<file path="config.mk">
export PLATFORM = sky130hd
export DESIGN_NAME = wc_store_buffer
export DESIGN_NICKNAME = d
export VERILOG_FILES = /design/src/rtl/wcsb_pkg.sv /design/src/rtl/wcsb_match.sv /design/src/rtl/wcsb_pick.sv /design/src/rtl/wc_store_buffer.sv
export SDC_FILE = /design/constraint.sdc
export NUM_CORES = 2
export LEC_CHECK = 0
export ABC_AREA = 1
export BUFFER_PORTS_ARGS = -buffer_cell sky130_fd_sc_hd__buf_2
export CAP_MARGIN = 30
export CELL_PAD_IN_SITES_DETAIL_PLACEMENT = 2
export CELL_PAD_IN_SITES_GLOBAL_PLACEMENT = 2
export CORE_MARGIN = 2
export CORE_UTILIZATION = 35
export CTS_CLUSTER_DIAMETER = 120
export DETAILED_ROUTE_END_ITERATION = 12
export PLACE_DENSITY = 0.69
export SKIP_LAST_GASP = 1
export SLEW_MARGIN = 5
export SYNTH_ARGS = -nofsm -noshare
export SYNTH_HDL_FRONTEND = slang
export SYNTH_SLANG_ARGS = --single-unit
</file>
<file path="constraint.sdc">
create_clock -name clk -period 7.5 [get_ports clk]
set_input_delay 0.75 -clock clk [delete_from_list [all_inputs] [get_ports clk]]
set_output_delay 0.75 -clock clk [all_outputs]
set_load 0.005 [all_outputs]
</file>
<file path="src/rtl/wcsb_pkg.sv">
package wcsb_pkg;
  typedef enum logic [1:0] {
    S_IDLE,
    S_DRAIN,
    S_UNCACHED
  } wcsb_state_e;
endpackage

</file>
<file path="src/rtl/wcsb_match.sv">
// Line lookup and cross-buffer ordering check.
module wcsb_match #(
  parameter int NBUF = 4,
  parameter int LAW  = 26,
  localparam int TAGW = $clog2(NBUF)
) (
  input  logic [NBUF-1:0]          vld,
  input  logic [NBUF-1:0]          rpend,
  input  logic [NBUF-1:0][LAW-1:0] ltag,
  input  logic [TAGW-1:0]          head,
  input  logic [LAW-1:0]           key,
  output logic                     hit,
  output logic [TAGW-1:0]          hit_idx,
  output logic                     order_block
);
  logic [NBUF-1:0][TAGW-1:0] age;

  for (genvar g = 0; g < NBUF; g++) begin : g_age
    assign age[g] = TAGW'(g) - head;
  end

  always_comb begin
    hit = 1'b0;
    hit_idx = '0;
    for (int i = 0; i < NBUF; i++) begin
      if (vld[i] && ltag[i] == key) begin
        hit = 1'b1;
        hit_idx = TAGW'(i);
      end
    end
    order_block = 1'b0;
    for (int j = 0; j < NBUF; j++) begin
      if (hit && vld[j] && rpend[j] && age[j] > age[hit_idx]) order_block = 1'b1;
    end
  end
endmodule

</file>
<file path="src/rtl/wcsb_pick.sv">
// Lowest-set-bit selector for the next chunk to drain.
module wcsb_pick #(
  parameter int N = 8,
  localparam int IW = $clog2(N)
) (
  input  logic [N-1:0]  req,
  output logic          any,
  output logic [IW-1:0] idx
);
  always_comb begin
    any = |req;
    idx = '0;
    for (int i = N - 1; i >= 0; i--) begin
      if (req[i]) idx = IW'(i);
    end
  end
endmodule

</file>
<file path="src/rtl/wc_store_buffer.sv">
module wc_store_buffer
  import wcsb_pkg::*;
#(
  parameter int AW         = 32,
  parameter int NBUF       = 4,
  parameter int LINE_BYTES = 64,
  parameter int BEAT_BYTES = 8
) (
  input  logic                      clk,
  input  logic                      rst_n,
  input  logic                      st_valid,
  output logic                      st_ready,
  input  logic [AW-1:0]             st_addr,
  input  logic [BEAT_BYTES*8-1:0]   st_data,
  input  logic [BEAT_BYTES-1:0]     st_be,
  input  logic                      st_uncached,
  input  logic                      flush_req,
  output logic                      flush_done,
  output logic                      rfo_req,
  output logic [AW-1:0]             rfo_addr,
  output logic [$clog2(NBUF)-1:0]   rfo_tag,
  input  logic                      rfo_ack,
  input  logic [$clog2(NBUF)-1:0]   rfo_ack_tag,
  output logic                      bus_req,
  input  logic                      bus_ack,
  output logic [AW-1:0]             bus_addr,
  output logic                      bus_full,
  output logic [BEAT_BYTES*8-1:0]   bus_data,
  output logic [BEAT_BYTES-1:0]     bus_be
);
  localparam int BEATS    = LINE_BYTES / BEAT_BYTES;
  localparam int OFFW     = $clog2(LINE_BYTES);
  localparam int BOFF     = $clog2(BEAT_BYTES);
  localparam int BSELW    = $clog2(BEATS);
  localparam int TAGW     = $clog2(NBUF);
  localparam int LAW      = AW - OFFW;
  localparam int BEATBITS = BEAT_BYTES * 8;

  // Ring of line buffers; slots head..head+count-1 are held, oldest first.
  logic [NBUF-1:0]                             vld, rpend;
  logic [NBUF-1:0][LAW-1:0]                    ltag;
  logic [NBUF-1:0][BEATS-1:0][BEAT_BYTES-1:0]  bmask;
  logic [TAGW-1:0]                             head, tail, wr_idx;
  logic [TAGW:0]                               count;
  wcsb_state_e                                 state;
  logic                                        flushing, done_q;
  logic [BEATS-1:0]                            rem, chunk_any;
  logic [AW-1:0]                               uc_addr;
  logic [BEATBITS-1:0]                         uc_data, beat_data;
  logic [BEAT_BYTES-1:0]                       uc_be;
  logic                                        rfo_q;
  logic [LAW-1:0]                              rfo_line_q;
  logic [TAGW-1:0]                             rfo_tag_q;

  logic [LAW-1:0]   st_line;
  logic [BSELW-1:0] st_chunk, beat_idx;
  logic hit, order_block, full_set, beat_any, drain_wait, head_full, release_buf;
  logic [TAGW-1:0] hit_idx;
  logic do_merge, do_alloc, do_uc, start_drain, fire_done;

  assign st_line  = st_addr[AW-1:OFFW];
  assign st_chunk = st_addr[OFFW-1:BOFF];
  assign tail     = head + count[TAGW-1:0];
  assign full_set = (count == (TAGW+1)'(NBUF));
  assign wr_idx   = do_alloc ? tail : hit_idx;

  wcsb_match #(.NBUF(NBUF), .LAW(LAW)) match_i (
    .vld(vld), .rpend(rpend), .ltag(ltag), .head(head), .key(st_line),
    .hit(hit), .hit_idx(hit_idx), .order_block(order_block)
  );

  for (genvar k = 0; k < BEATS; k++) begin : g_chunk
    assign chunk_any[k] = |bmask[head][k];
  end

  wcsb_pick #(.N(BEATS)) pick_i (.req(rem), .any(beat_any), .idx(beat_idx));

  // Byte lanes: one storage array per byte position of a beat.
  for (genvar gb = 0; gb < BEAT_BYTES; gb++) begin : g_lane
    logic [NBUF-1:0][BEATS-1:0][7:0] lane;
    always_ff @(posedge clk) begin
      if ((do_alloc || do_merge) && st_be[gb]) lane[wr_idx][st_chunk] <= st_data[gb*8 +: 8];
    end
    assign beat_data[gb*8 +: 8] = lane[head][beat_idx];
  end

  // Store-side decision, made only when no drain or uncached beat is in flight.
  always_comb begin
    st_ready = 1'b0; do_merge = 1'b0; do_alloc = 1'b0;
    do_uc = 1'b0; start_drain = 1'b0; fire_done = 1'b0;
    if (state == S_IDLE) begin
      if (flushing) begin
        if (count != '0) start_drain = 1'b1;
        else fire_done = 1'b1;
      end else if (st_valid) begin
        if (st_uncached) begin
          if (count != '0) start_drain = 1'b1;
          else begin st_ready = 1'b1; do_uc = 1'b1; end
        end else if (hit) begin
          if (!order_block) begin st_ready = 1'b1; do_merge = 1'b1; end
        end else if (full_set) begin
          start_drain = 1'b1;
        end else begin
          st_ready = 1'b1; do_alloc = 1'b1;
        end
      end
    end
  end

  // Bus side.
  assign drain_wait  = rpend[head];
  assign head_full   = &bmask[head];
  assign release_buf = (state == S_DRAIN) && !drain_wait && !beat_any;

  always_comb begin
    bus_req  = 1'b0;
    bus_full = 1'b0;
    bus_addr = {ltag[head], beat_idx, {BOFF{1'b0}}};
    bus_data = beat_data;
    bus_be   = bmask[head][beat_idx];
    if (state == S_UNCACHED) begin
      bus_req  = 1'b1;
      bus_addr = uc_addr;
      bus_data = uc_data;
      bus_be   = uc_be;
    end else if (state == S_DRAIN) begin
      bus_req  = !drain_wait && beat_any;
      bus_full = head_full;
    end
  end

  always_ff @(posedge clk or negedge rst_n) begin
    if (!rst_n) begin
      vld <= '0; rpend <= '0; ltag <= '0; bmask <= '0;
      head <= '0; count <= '0; state <= S_IDLE;
      flushing <= 1'b0; done_q <= 1'b0; rem <= '0;
      uc_addr <= '0; uc_data <= '0; uc_be <= '0;
      rfo_q <= 1'b0; rfo_line_q <= '0; rfo_tag_q <= '0;
    end else begin
      rfo_q  <= 1'b0;
      done_q <= fire_done;
      if (flush_req) flushing <= 1'b1;
      else if (fire_done) flushing <= 1'b0;
      if (rfo_ack) rpend[rfo_ack_tag] <= 1'b0;
      case (state)
        S_IDLE: begin
          if (start_drain) begin
            state <= S_DRAIN;
            rem   <= chunk_any;
          end else if (do_uc) begin
            state   <= S_UNCACHED;
            uc_addr <= st_addr;
            uc_data <= st_data;
            uc_be   <= st_be;
          end
        end
        S_DRAIN: begin
          if (bus_req && bus_ack) begin
            rem[beat_idx] <= 1'b0;
          end else if (release_buf) begin
            vld[head]   <= 1'b0;
            bmask[head] <= '0;
            head        <= head + 1'b1;
            count       <= count - 1'b1;
            state       <= S_IDLE;
          end
        end
        default: if (bus_ack) state <= S_IDLE;
      endcase
      if (do_alloc) begin
        vld[tail]   <= 1'b1;
        ltag[tail]  <= st_line;
        rpend[tail] <= 1'b1;
        count       <= count + 1'b1;
        rfo_q       <= 1'b1;
        rfo_line_q  <= st_line;
        rfo_tag_q   <= tail;
      end
      if (do_alloc || do_merge) bmask[wr_idx][st_chunk] <= bmask[wr_idx][st_chunk] | st_be;
    end
  end

  assign flush_done = done_q;
  assign rfo_req    = rfo_q;
  assign rfo_addr   = {rfo_line_q, {OFFW{1'b0}}};
  assign rfo_tag    = rfo_tag_q;
endmodule

</file>
# After elaboration in Yosys (flattened, before gate mapping)
# Index checks and enable logic that the tools add are counted.
# totals
input_bits	113
elab_cells	572
out_inout_bits	143
reg_bits	2566
# op_classes
bitwise	13
n_reduce_logical	59
magnitude_cmp	17
muxes	156
n_eq_ne	13
n_addsub	8
# op_table
cell	n
$bwmux 256	9
$bmux 64 s2	10
$mux 256	4
$mux 64	13
$and 256x256->256	1
$demux 64 s2	2
$not 256->256	1
$bmux 8 s3	10
$mux 8	14
$bwmux 104	1
$eq 26x26->1	4
$reduce_or 8->1	9
$reduce_and 64->1	1
$bmux 26 s2	1
$demux 26 s2	1
$mux 1	52
$mux 26	2
$mux 3	12
$logic_and 1x1->1	34
$mux 32	1
$demux 8 s3	1
$mux 4	6
$mux 2	9
$pmux 8 s2	1
other kinds (36)	67

# Logic depth before layout (Yosys ltp)
# logic_depth
depth_word	21
depth_mapped	28
depth_no_buf	26

# Hierarchy
# From an unflattened synthesis, not the netlist that was laid out.
# unflattened
cells_unflattened	10638
hier_area_um2	110606.1
# by_module_without_submodules
module	instances	seq_area_each_um2	cells_per_inst	area_each_um2
wc_store_buffer	1	74461.4	9941	107510.6
wcsb_match	1	0.0	675	2996.6
wcsb_pick	1	0.0	22	98.8

# Worst setup path after synthesis
# Ideal clock, no wire load.
# synth_timing
path_type	flip-flop to flip-flop
from	register head[0]
to	register g_lane[0].lane[100] in the netlist's numbering (enable)
period_less_slack_ns	5.481
required_time_ns	7.130
setup_ns	0.370
stages_incl_launch_ff	25
slack_ns	2.019
n_path_buf	8
arrival_ns	5.111
cell_sequence	dfrtp_1 buf_2 inv_1 buf_2 buf_2 clkbuf_1 clkbuf_1 clkbuf_1 buf_1 ha_1 o21ai_0 xor2_1 ha_1 inv_1 nor2_1 o211ai_1 a21oi_1 nor4_1 o211ai_2 nor2_1 inv_2 nor2_2 inv_2 buf_2 nor2_1
# synth_lines
item	line	source
start, declared	wc_store_buffer.sv:43	logic [TAGW-1:0] head, tail, wr_idx;
start signal, assigned	wc_store_buffer.sv:163	head <= head + 1'b1;
end signal, assigned by index	wc_store_buffer.sv:82	if ((do_alloc || do_merge) && st_be[gb]) lane[wr_idx][st_chunk] <= st_data[gb*8 +: 8];
end, declared	wc_store_buffer.sv:80	logic [NBUF-1:0][BEATS-1:0][7:0] lane;

# Worst setup path after layout
# layout_timing
from	register head[1]
to	output port bus_data[0]
# layout_between
elab_chain_len	5
# layout_rtl
item	line	source
$bmux 64 s2	wc_store_buffer.sv:84	assign beat_data[gb*8 +: 8] = lane[head][beat_idx];
$mux 64 (implied by the code)	wc_store_buffer.sv:84	
$bmux 8 s3	wc_store_buffer.sv:84	
$mux 8 (implied by the code)	wc_store_buffer.sv:84	
$mux 64	wc_store_buffer.sv:121	if (state == S_UNCACHED) begin
end, declared	wc_store_buffer.sv:28	output logic [BEAT_BYTES*8-1:0] bus_data,
# Every way passes these cells. The select of a mux whose other input is x is not followed.

==> impl_metrics.env <==
export IMPL_status="finished clean"
export IMPL_cts_made_buffers=298
export IMPL_first_pass_iters=7
export IMPL_ant_nets=0
export IMPL_grt_pass1_vias=90000
export IMPL_powerDensity_nw_per_um2=350
export IMPL_critPathBufInv=7
export IMPL_ff2ff_path_depth=18
export IMPL_setup_viol_count_final=0
export IMPL_initial_core_util_pct=35.1
export IMPL_skew_ps=62.2
export IMPL_hp_start="flush_req"
export IMPL_path_cells="inv_8 -> buf_4 -> buf_4 -> buf_4 -> nor2_1 -> o21ai_0 -> a21oi_1 -> a2111oi_0 -> buf_4 -> nand3_1 -> o21ai_0 -> inv_1 -> buf_2"
export IMPL_critical_path_class="reg -> out"
export IMPL_hp_class="in -> reg"
export IMPL_gp_congestion=0.897
export IMPL_crit_slowest_cell="buf_4"
export IMPL_post_route_min_period_ps=6460
export IMPL_num_vias=83700
export IMPL_antenna_found_initial=44
export IMPL_fin_tns_setup_ps=0
export IMPL_synthFlopType="edfxtp_1"
export IMPL_io_pins=256
export IMPL_dieArea_um2=318000
export IMPL_async_flop_share_pct=20.2
export IMPL_drv_slew=0
export IMPL_clockBufferDepth=4
export IMPL_fin_hold_ws_ps=67.2
export IMPL_drtIter0Drc=7873
export IMPL_ys_seq_elements=2566
export IMPL_cts_clk_slew_worst_paths_ps=60
export IMPL_rsz0062_at_grt="no"
export IMPL_synth_area_leaders="edfxtp_1 56%, dfrtp_1 12%, nor2_1 6.5%"
export IMPL_timing_rr_start="head[1]"
export IMPL_cpLargestDelayFamily="buffers and inverters"
export IMPL_r2r_slack_ps=1570
export IMPL_drt_wl_total_um=460000
export IMPL_finalCritPeriodShare_pct=86.2
export IMPL_nNetsFinal=10300
export IMPL_cts_tree="yes"
export IMPL_synth_edf_count=2048
export IMPL_vias_per_cell=5.74
export IMPL_clock_fmax_ghz=0.155
export IMPL_cp_start_kind="flip-flop"
export IMPL_r2r_end="g_lane[3].lane[112]"
export IMPL_worst_hold_path_num_cells=2
export IMPL_slew_headroom_pct=28.1
export IMPL_path_common_cell="buf_4"
export IMPL_die_width_um=564
export IMPL_cap_violations=0
export IMPL_syn_to_final_growth_pct=14.0
export IMPL_cts_sinks=2566
export IMPL_yosys_warnings=0
export IMPL_ys_types=63
export IMPL_synth_cells=10100
export IMPL_overflow=0
export IMPL_grt_pass1_wl_um=663000
export IMPL_rows=205
export IMPL_crit_arrival_ps=5710
export IMPL_critical_path_peak_fanout=115
export IMPL_crit_path_end_kind="output port"
export IMPL_h_tree_depth=5
export IMPL_layout_drive_gt1_share_pct=10.5
export IMPL_drc=0
export IMPL_grt_max_degree=223
export IMPL_wire_per_inst_um=31.6
export IMPL_tightest_slew_ps=1060
export IMPL_ir_drop_v=0.000264
export IMPL_clock_latency_ps=930
export IMPL_synth_avg_cell_area_um2=10.8
export IMPL_syn_area_um2=110000
export IMPL_cts_setup_buffers=0
export IMPL_numPortBuffers=249
export IMPL_required_ps=6750
export IMPL_final_cell_mix="2048 x edfxtp_1, 1892 x nor2_1, 1494 x nand2_1, 1386 x o21ai_0, 516 x dfrtp_1"
export IMPL_yosysTopAreaCell="edfxtp_1"
export IMPL_dp_hpwl_um=289000
export IMPL_core_um2=312000
export IMPL_hold_violations=0
export IMPL_cpPeakStageDelay_ps=690
export IMPL_layout_commonest_cell="edfxtp_1"
export IMPL_die_h_um=564
export IMPL_clock_root_buffer="clkbuf_16"
export IMPL_p_leak_nw=46.1
export IMPL_synth_top_cell_area_share_pct=56.1
export IMPL_grt_total_usage_pct=28.5
export IMPL_yosysSeqAreaShare_pct=67.9
export IMPL_min_to="flushing"
[report_power, final]
group          total (W)  leakage (nW)  internal (W)  switching, W
Combinational     0.0128          15.9       0.00332       0.00948
Clock             0.0148          4.75       0.00849       0.00632
Sequential        0.0161          25.5        0.0158      0.000376
[flip-flops by register name, indices dropped and copies added (netlist names), 3 cells and up]
signal and count:
g_lane.lane 2048, bmask 256, ltag 104, uc_data 64, uc_addr 32, rfo_line_q 26
rem 8, uc_be 8, rpend 4, vld 4, count 3
[cell usage after synthesis, drive strengths merged (66+ instances only)]
master and n:
edfxtp 2048, nor2 1934, nand2 1514, o21ai 1435
dfrtp 518, clkbuf 517, nand3 420, inv 335
a21oi 312, o22ai 307, buf 173, nand4 88
o211ai 66
[cell families after synthesis]
group	after synthesis	synth area share (%)
flops	2566	67.9
xor+xnor	31	0.248
simple gates	4023	14.9
fa+ha+maj	12	0.144
buf+inv	1036	3.93
other cells	1	0.00342
mux	63	0.647
compound gates	2383	12.2
[through the flow]
step / utilization, % / area, um2 / instances / total power (W) / worst slack, ps
floorplan: - / 110000 / 10100 / 0.0230 / 2020
global placement: 36.8 / 115000 / 14000 / 0.0286 / 815
detailed placement: 36.9 / 115000 / 14000 / 0.0290 / 1080
CTS: 40.0 / 125000 / 14600 / 0.0439 / 707
global route: 40.1 / 125000 / 14600 / 0.0455 / 710
finish: 40.1 / 125000 / 14600 / 0.0437 / 1040
[layer usage]
layer	up-vias	track usage [%]	share of wire, %
met1	44300	37.0	42
met3	761	4.27	5.5
met5	-	0	0.017
met2	2738	47.9	49
met4	12	11.4	4.1
li1	35900	-	-
[what timing repair did]
action | in CTS | in global routing
hold buffers | 1 | 0
resized for setup | 0 | 0
hold endpoints to repair | 71 | 0
endpoints found under the setup margin | 0 | 0
[final cells by class]
| cell class | count | area, um2 |
|---|---|---|
| fill | 32600 | 187000 |
| sequential | 2566 | 74500 |
| multi-input combinational | 6518 | 31000 |
| clock buffer | 387 | 8080 |
| tap | 4140 | 5180 |
| timing repair buffer | 445 | 3210 |
| clock inverter | 162 | 1620 |
| inverter | 346 | 1340 |
| antenna | 17 | 42.5 |
[worst max path at each step]
stage,start,end,depth (start not counted)
2_1_floorplan,head[0],g_lane[0].lane[100],24
3_3_place_gp,st_addr[27],g_lane[5].lane[204],25
3_5_place_dp,st_addr[31],g_lane[3].lane[119],28
4_1_cts,head[0],bus_full,11
5_1_grt,head[1],bus_data[6],12
6_report,head[1],bus_data[0],13
Note: power is estimated with default switching activity, not from simulation.
